## config.mk

```make
export PLATFORM = sky130hd
export DESIGN_NAME = gpio_bank
export DESIGN_NICKNAME = d
export VERILOG_FILES = /design/src/rtl/gpio_bank_pkg.sv /design/src/rtl/gpio_sync.sv /design/src/rtl/gpio_port.sv /design/src/rtl/gpio_rdmux.sv /design/src/rtl/gpio_bank.sv
export SDC_FILE = /design/constraint.sdc
export NUM_CORES = 1
export LEC_CHECK = 0
export BUFFER_PORTS_ARGS = -buffer_cell sky130_fd_sc_hd__buf_2
export CORE_MARGIN = 5
export CORE_UTILIZATION = 48
export CTS_CLUSTER_SIZE = 16
export DETAILED_ROUTE_END_ITERATION = 16
export PLACE_DENSITY = 0.78
export SETUP_SLACK_MARGIN = 0.3
export SLEW_MARGIN = 40
export SYNTH_ARGS = -nofsm -noshare
export SYNTH_HDL_FRONTEND = slang
export SYNTH_SLANG_ARGS = --single-unit
```

## constraint.sdc

```tcl
create_clock -name clk -period 1.6 [get_ports clk]
set_input_delay 0.16 -clock clk [delete_from_list [all_inputs] [get_ports clk]]
set_output_delay 0.16 -clock clk [all_outputs]
set_load 0.02 [all_outputs]
```

## src/rtl/gpio_bank_pkg.sv

```systemverilog
package gpio_bank_pkg;
  localparam int DATA_W = 8;
  localparam int NIB_W  = DATA_W / 2;

  typedef enum logic [1:0] {
    SHAPE_FULL = 2'd0,
    SHAPE_LOW  = 2'd1,
    SHAPE_HIGH = 2'd2
  } shape_e;

  function automatic logic [DATA_W-1:0] shape_mask(input logic [1:0] s);
    logic [DATA_W-1:0] m;
    case (s)
      SHAPE_LOW:  m = {{NIB_W{1'b0}}, {NIB_W{1'b1}}};
      SHAPE_HIGH: m = {{NIB_W{1'b1}}, {NIB_W{1'b0}}};
      default:    m = {DATA_W{1'b1}};
    endcase
    return m;
  endfunction
endpackage

```

## src/rtl/gpio_sync.sv

```systemverilog
module gpio_sync #(
  parameter int W = 8
) (
  input  logic         clk,
  input  logic         rst,
  input  logic [W-1:0] d,
  output logic [W-1:0] q
);
  logic [W-1:0] meta_q;
  logic [W-1:0] stab_q;

  always_ff @(posedge clk) begin
    meta_q <= d;
    stab_q <= meta_q;
  end
  assign q = stab_q;

  logic [1:0] age_q;
  always_ff @(posedge clk) begin
    if (rst)              age_q <= 2'd0;
    else if (age_q != 2'd2) age_q <= age_q + 2'd1;
  end

  // the synchronizer output lags its input by exactly two clocks
  a_r5_two_stage: assert property (@(posedge clk) disable iff (rst)
    (age_q == 2'd2) |-> (q == $past(d, 2)));
endmodule

```

## src/rtl/gpio_port.sv

```systemverilog
module gpio_port
  import gpio_bank_pkg::*;
#(
  parameter logic [1:0] SHAPE = SHAPE_FULL
) (
  input  logic              clk,
  input  logic              rst,
  input  logic              sel,
  input  logic              wr,
  input  logic              dir_ld,
  input  logic [DATA_W-1:0] wdata,
  input  logic [DATA_W-1:0] acc,
  output logic [DATA_W-1:0] pin_out,
  output logic [DATA_W-1:0] pin_oe
);
  localparam logic [DATA_W-1:0] MASK = shape_mask(SHAPE);

  logic [DATA_W-1:0] data_q;
  logic [DATA_W-1:0] dir_q;

  always_ff @(posedge clk) begin
    if (sel && wr) data_q <= wdata & MASK;
  end

  always_ff @(posedge clk) begin
    if (rst)                dir_q <= {DATA_W{1'b1}};
    else if (sel && dir_ld) dir_q <= acc | ~MASK;
  end

  assign pin_out = data_q & MASK;
  assign pin_oe  = ~dir_q & MASK;

  // the first cycle after reset has every driver off
  a_r1_reset_inputs: assert property (@(posedge clk) disable iff (rst)
    $past(rst) |-> (pin_oe == '0));
  // enables move only on a direction load aimed at this port
  a_r3_dir_only_on_load: assert property (@(posedge clk) disable iff (rst)
    !(sel && dir_ld) |=> $stable(pin_oe));
  // output values move only on a data write aimed at this port
  a_r6_latch_holds: assert property (@(posedge clk) disable iff (rst)
    !(sel && wr) |=> $stable(pin_out));
endmodule

```

## src/rtl/gpio_rdmux.sv

```systemverilog
module gpio_rdmux #(
  parameter int NPORTS = 5,
  parameter int DW     = 8
) (
  input  logic                 clk,
  input  logic                 rst,
  input  logic [NPORTS-1:0]    sel,
  input  logic [NPORTS*DW-1:0] bus,
  output logic [DW-1:0]        rdata
);
  logic [DW-1:0] pick;

  always_comb begin
    pick = '0;
    for (int p = 0; p < NPORTS; p++) begin
      if (sel[p]) pick = pick | bus[p*DW +: DW];
    end
  end

  always_ff @(posedge clk) begin
    if (rst) rdata <= '0;
    else     rdata <= pick;
  end

  // an address that selects no port reads back zero
  a_r10_hole_reads_zero: assert property (@(posedge clk) disable iff (rst)
    ($past(sel) == '0) |-> (rdata == '0));
endmodule

```

## src/rtl/gpio_bank.sv

```systemverilog
module gpio_bank
  import gpio_bank_pkg::*;
#(
  parameter int              NPORTS = 5,
  parameter int              ADDR_W = 3,
  parameter logic [2*NPORTS-1:0] SHAPES = {SHAPE_HIGH, SHAPE_FULL, SHAPE_FULL, SHAPE_FULL, SHAPE_LOW}
) (
  input  logic                     clk,
  input  logic                     rst,
  input  logic [ADDR_W-1:0]        cpu_addr,
  input  logic                     cpu_wr,
  input  logic [DATA_W-1:0]        cpu_wdata,
  input  logic                     cpu_dir_ld,
  input  logic [DATA_W-1:0]        cpu_acc,
  output logic [DATA_W-1:0]        cpu_rdata,
  input  logic [NPORTS*DATA_W-1:0] pin_in,
  output logic [NPORTS*DATA_W-1:0] pin_out,
  output logic [NPORTS*DATA_W-1:0] pin_oe
);
  localparam int PINS = NPORTS * DATA_W;

  logic [NPORTS-1:0] sel;
  logic [PINS-1:0]   impl_mask;
  logic [PINS-1:0]   pins_synced;

  for (genvar p = 0; p < NPORTS; p++) begin : g_port
    localparam logic [1:0] SH = SHAPES[2*p +: 2];
    assign sel[p] = (cpu_addr == ADDR_W'(p));
    assign impl_mask[p*DATA_W +: DATA_W] = shape_mask(SH);

    gpio_port #(.SHAPE(SH)) i_port (
      .clk     (clk),
      .rst     (rst),
      .sel     (sel[p]),
      .wr      (cpu_wr),
      .dir_ld  (cpu_dir_ld),
      .wdata   (cpu_wdata),
      .acc     (cpu_acc),
      .pin_out (pin_out[p*DATA_W +: DATA_W]),
      .pin_oe  (pin_oe[p*DATA_W +: DATA_W])
    );
  end

  gpio_sync #(.W(PINS)) i_sync (
    .clk (clk),
    .rst (rst),
    .d   (pin_in & impl_mask),
    .q   (pins_synced)
  );

  gpio_rdmux #(.NPORTS(NPORTS), .DW(DATA_W)) i_rdmux (
    .clk   (clk),
    .rst   (rst),
    .sel   (sel),
    .bus   (pins_synced),
    .rdata (cpu_rdata)
  );
endmodule

```

==> results.md <==
- Gp weighted congestion: 0.7670
- Post-DP Area: 4850 sq um
- Worst skew pair latency: 510 ps
- Final-report max-slew violation count: 0
- Nets@finish: 563
- Vias per cell: 4.548
- Switching power: 1761 uW
- Final wirelength: 9220 um
- Drt first pass iters: 4
- DR vias: 2820
- Most frequent cell after synthesis: dfxtp_1
- CP endpoint kind: output pin
- Port bufs: 126
- Buffers and inverters on the worst path: 1
- Synth unique cells: 31
- Setup violations, final: 0
- Sequential-to-total area share from yosys stat: 72.36%
- Worst R2R Setup Slack: 720 ps
- CP max FO: 1
- Sw Ratio: 21.91%
- Ys flop type: dfxtp_1
- Reg power frac: 46.1%
- Initial antenna violation count: 0
- Worst r2r dst: i_rdmux.rdata[0]
- Post-synth EDFFs: 32
- Area Growth Syn to Fin: 41.06%
- Synth async-reset ratio: 0%
- Clock Sinks: 136
- Post-layout util: 68.69%
- MaxCap Viol Count: 0
- Core Footprint: 8636 sq um
- Mapped Cells: 313
- Vias in the first global route: 3029
- Highest clock rate: 816.7 MHz
- Row cnt: 34
- CTS root buf: clkbuf_8
- Worst path cell trace: buf_2
- Htree depth: 4
- TritonCTS clock tree: done
- Design area: 5932 sq um
- Die footprint: 10730 sq um
- Hold Vio Cnt, Final: 0
- Pwr Density: 1355 nW/um^2
- Inserted Diodes: 0
- CTS clock-pin slew for the worst setup and hold paths: 60 ps
- Share of the synthesized area in the top cell type: 49.51%
- Hold Path Depth: 3
- Final Cycle Share: 76.53%
- HP Class: primary input to register
- Comb pwr share: 6.7%
- CP delay by family, top: flip-flops
- Die height: 103.6 um
- GR Util All Layers: 17.91%
- Hold Path End: i_rdmux.rdata[6]
- RSZ-0062 raised after global routing: false
- Worst VDD drop: 0.8717 mV
- Die width: 103.6 um
- Syn_area_per_cell: 13.44 sq um
- Ratio of cells with drive above 1 in the final layout: 34.38%
- Routed len/inst: 14.87 um
- Cell Area, Synth: 4205 sq um
- # DRC: 0
- Status: complete, no violations
- Drt first-iter violations: 113
- Required time worst endpoint: 1440 ps
- Boundary pin count: 151
- Clock share of power: 47.2%
- Setup ws final: 375.5 ps
- Crit path max-delay cell type: edfxtp_1
- First-pass GRT wire length: 15300 um
- CP Class: register to output pin
- Synth cell count leaders: 104 x dfxtp_1, 34 x nand2_1, 33 x inv_1
- Hold_sp: cpu_addr[2]
- CP peak stage delay: 390 ps
- Internal Power: 6276 uW
- Pre-CTS setup slack: 174.1 ps
- CP arrival: 1060 ps
- Ys Warns: 0
- Fin Setup TNS: 0 ps
- FF-to-FF path depth: 3
- Filler instances: 617
- Clk buf depth: 2
- CTS buffer count: 17
- Min Tclk post-route: 1224 ps
- Skew final: 10.01 ps
- Starting Density: 48.70%
- Synth top area cells: dfxtp_1 50%, edfxtp_1 23%, mux2i_1 4.5%
- Critical Path Source Type: register
- Grt total ovfl: 0
- DRT antenna net count: 0
- RR Startpoint: i_sync.q[16]
- Dpl hpwl: 5663 um
- Largest net degree at the start of global routing: 34
- Post-synth top area cell: dfxtp_1
- #FFs+latches synth: 136
- Leakage power: 0.002889 uW
## layout by cell type, fill, tap and decap left out, drive strengths merged, types with 4 or more instances in the layout
cell type	n
o211ai	24
clkbuf	20
o22a	4
dfxtp	104
dlygate4sd3	49
nor2	9
buf	135
conb	16
clkinv	4
mux2i	19
nand2	34
edfxtp	32
inv	38
## final cells by class
class                   count  area (sq um)  share of cell area, %
clock buffers              20         456.7                  7.699
clock inverters            11         135.1                  2.278
inverters                  33         123.9                  2.088
multi-input cells         128         849.6                  14.32
flip-flops and latches    136          3043                  51.30
well taps                 108         135.1                  2.278
repair buffers            184          1189                  20.04
## worst max-delay path by stage
stage	start	to	slack, ps	depth (start not counted)
CTS	g_port[3].i_port.pin_out[5]	pin_out[29]	330	1
finish	g_port[3].i_port.pin_out[5]	pin_out[29]	380	1
detailed placement	cpu_addr[2]	g_port[1].i_port.pin_out[2]	170	3
global placement	cpu_addr[2]	g_port[1].i_port.pin_out[4]	190	3
global route	g_port[2].i_port.dir_q[1]	pin_oe[17]	310	2
floorplan	cpu_addr[0]	g_port[4].i_port.data_q[4]	240	4
## power by group through the flow
stage / Clock [uW] / Sequential (uW) / Combinational (uW)
6_report: 3800 / 3700 / 538
5_1_grt: 4060 / 3720 / 584
4_1_cts: 3850 / 3700 / 534
3_5_place_dp: 0 / 3770 / 439
3_3_place_gp: 0 / 3770 / 431
2_1_floorplan: 0 / 3810 / 255
## logic make-up after synthesis
family	Yosys count	share of synthesized area, %
DFF	136	72.36
buffers and inverters	64	8.896
and+or+nand+nor	56	7.082
AOI/OAI and AO/OA	36	6.784
muxes	20	4.790
other	1	0.08917
## what timing repair did
item,4_1_cts,5_1_grt
endpoints found under the hold margin,102,0
resized for setup,0,0
hold buffers,49,0
buffers inserted,0,0
## flip-flops by register name (all words and copies together) (netlist names)
name,flops
g_port.i_port.dir_q,32
i_sync.meta_q,32
i_sync.q,32
g_port.i_port.pin_out,24
g_port.i_port.data_q,8
i_rdmux.rdata,8
## tightest hold or removal path: stages
cell	delay, ps
buf_2	170
a31oi_1	170
a21oi_1	80
## metrics by stage
step	hold slack (ps)	total power, uW	cells
5_1_grt	132.9	8355	620
6_report	126.7	8036	620
3_3_place_gp	262.8	4199	540
2_1_floorplan	187.7	4067	328
4_1_cts	113.5	8088	620
3_5_place_dp	263.6	4213	540
## metal layers
layer  vias up  GRT usage [%]  share of wire [%]
met1      1302          18.79                 37
met4         0          8.247                1.8
met2       108          31.92                 54
li1       1398              -                  -
met5         -              0                  0
met3        12          6.157                6.5
(Power assumes the default switching activity.)
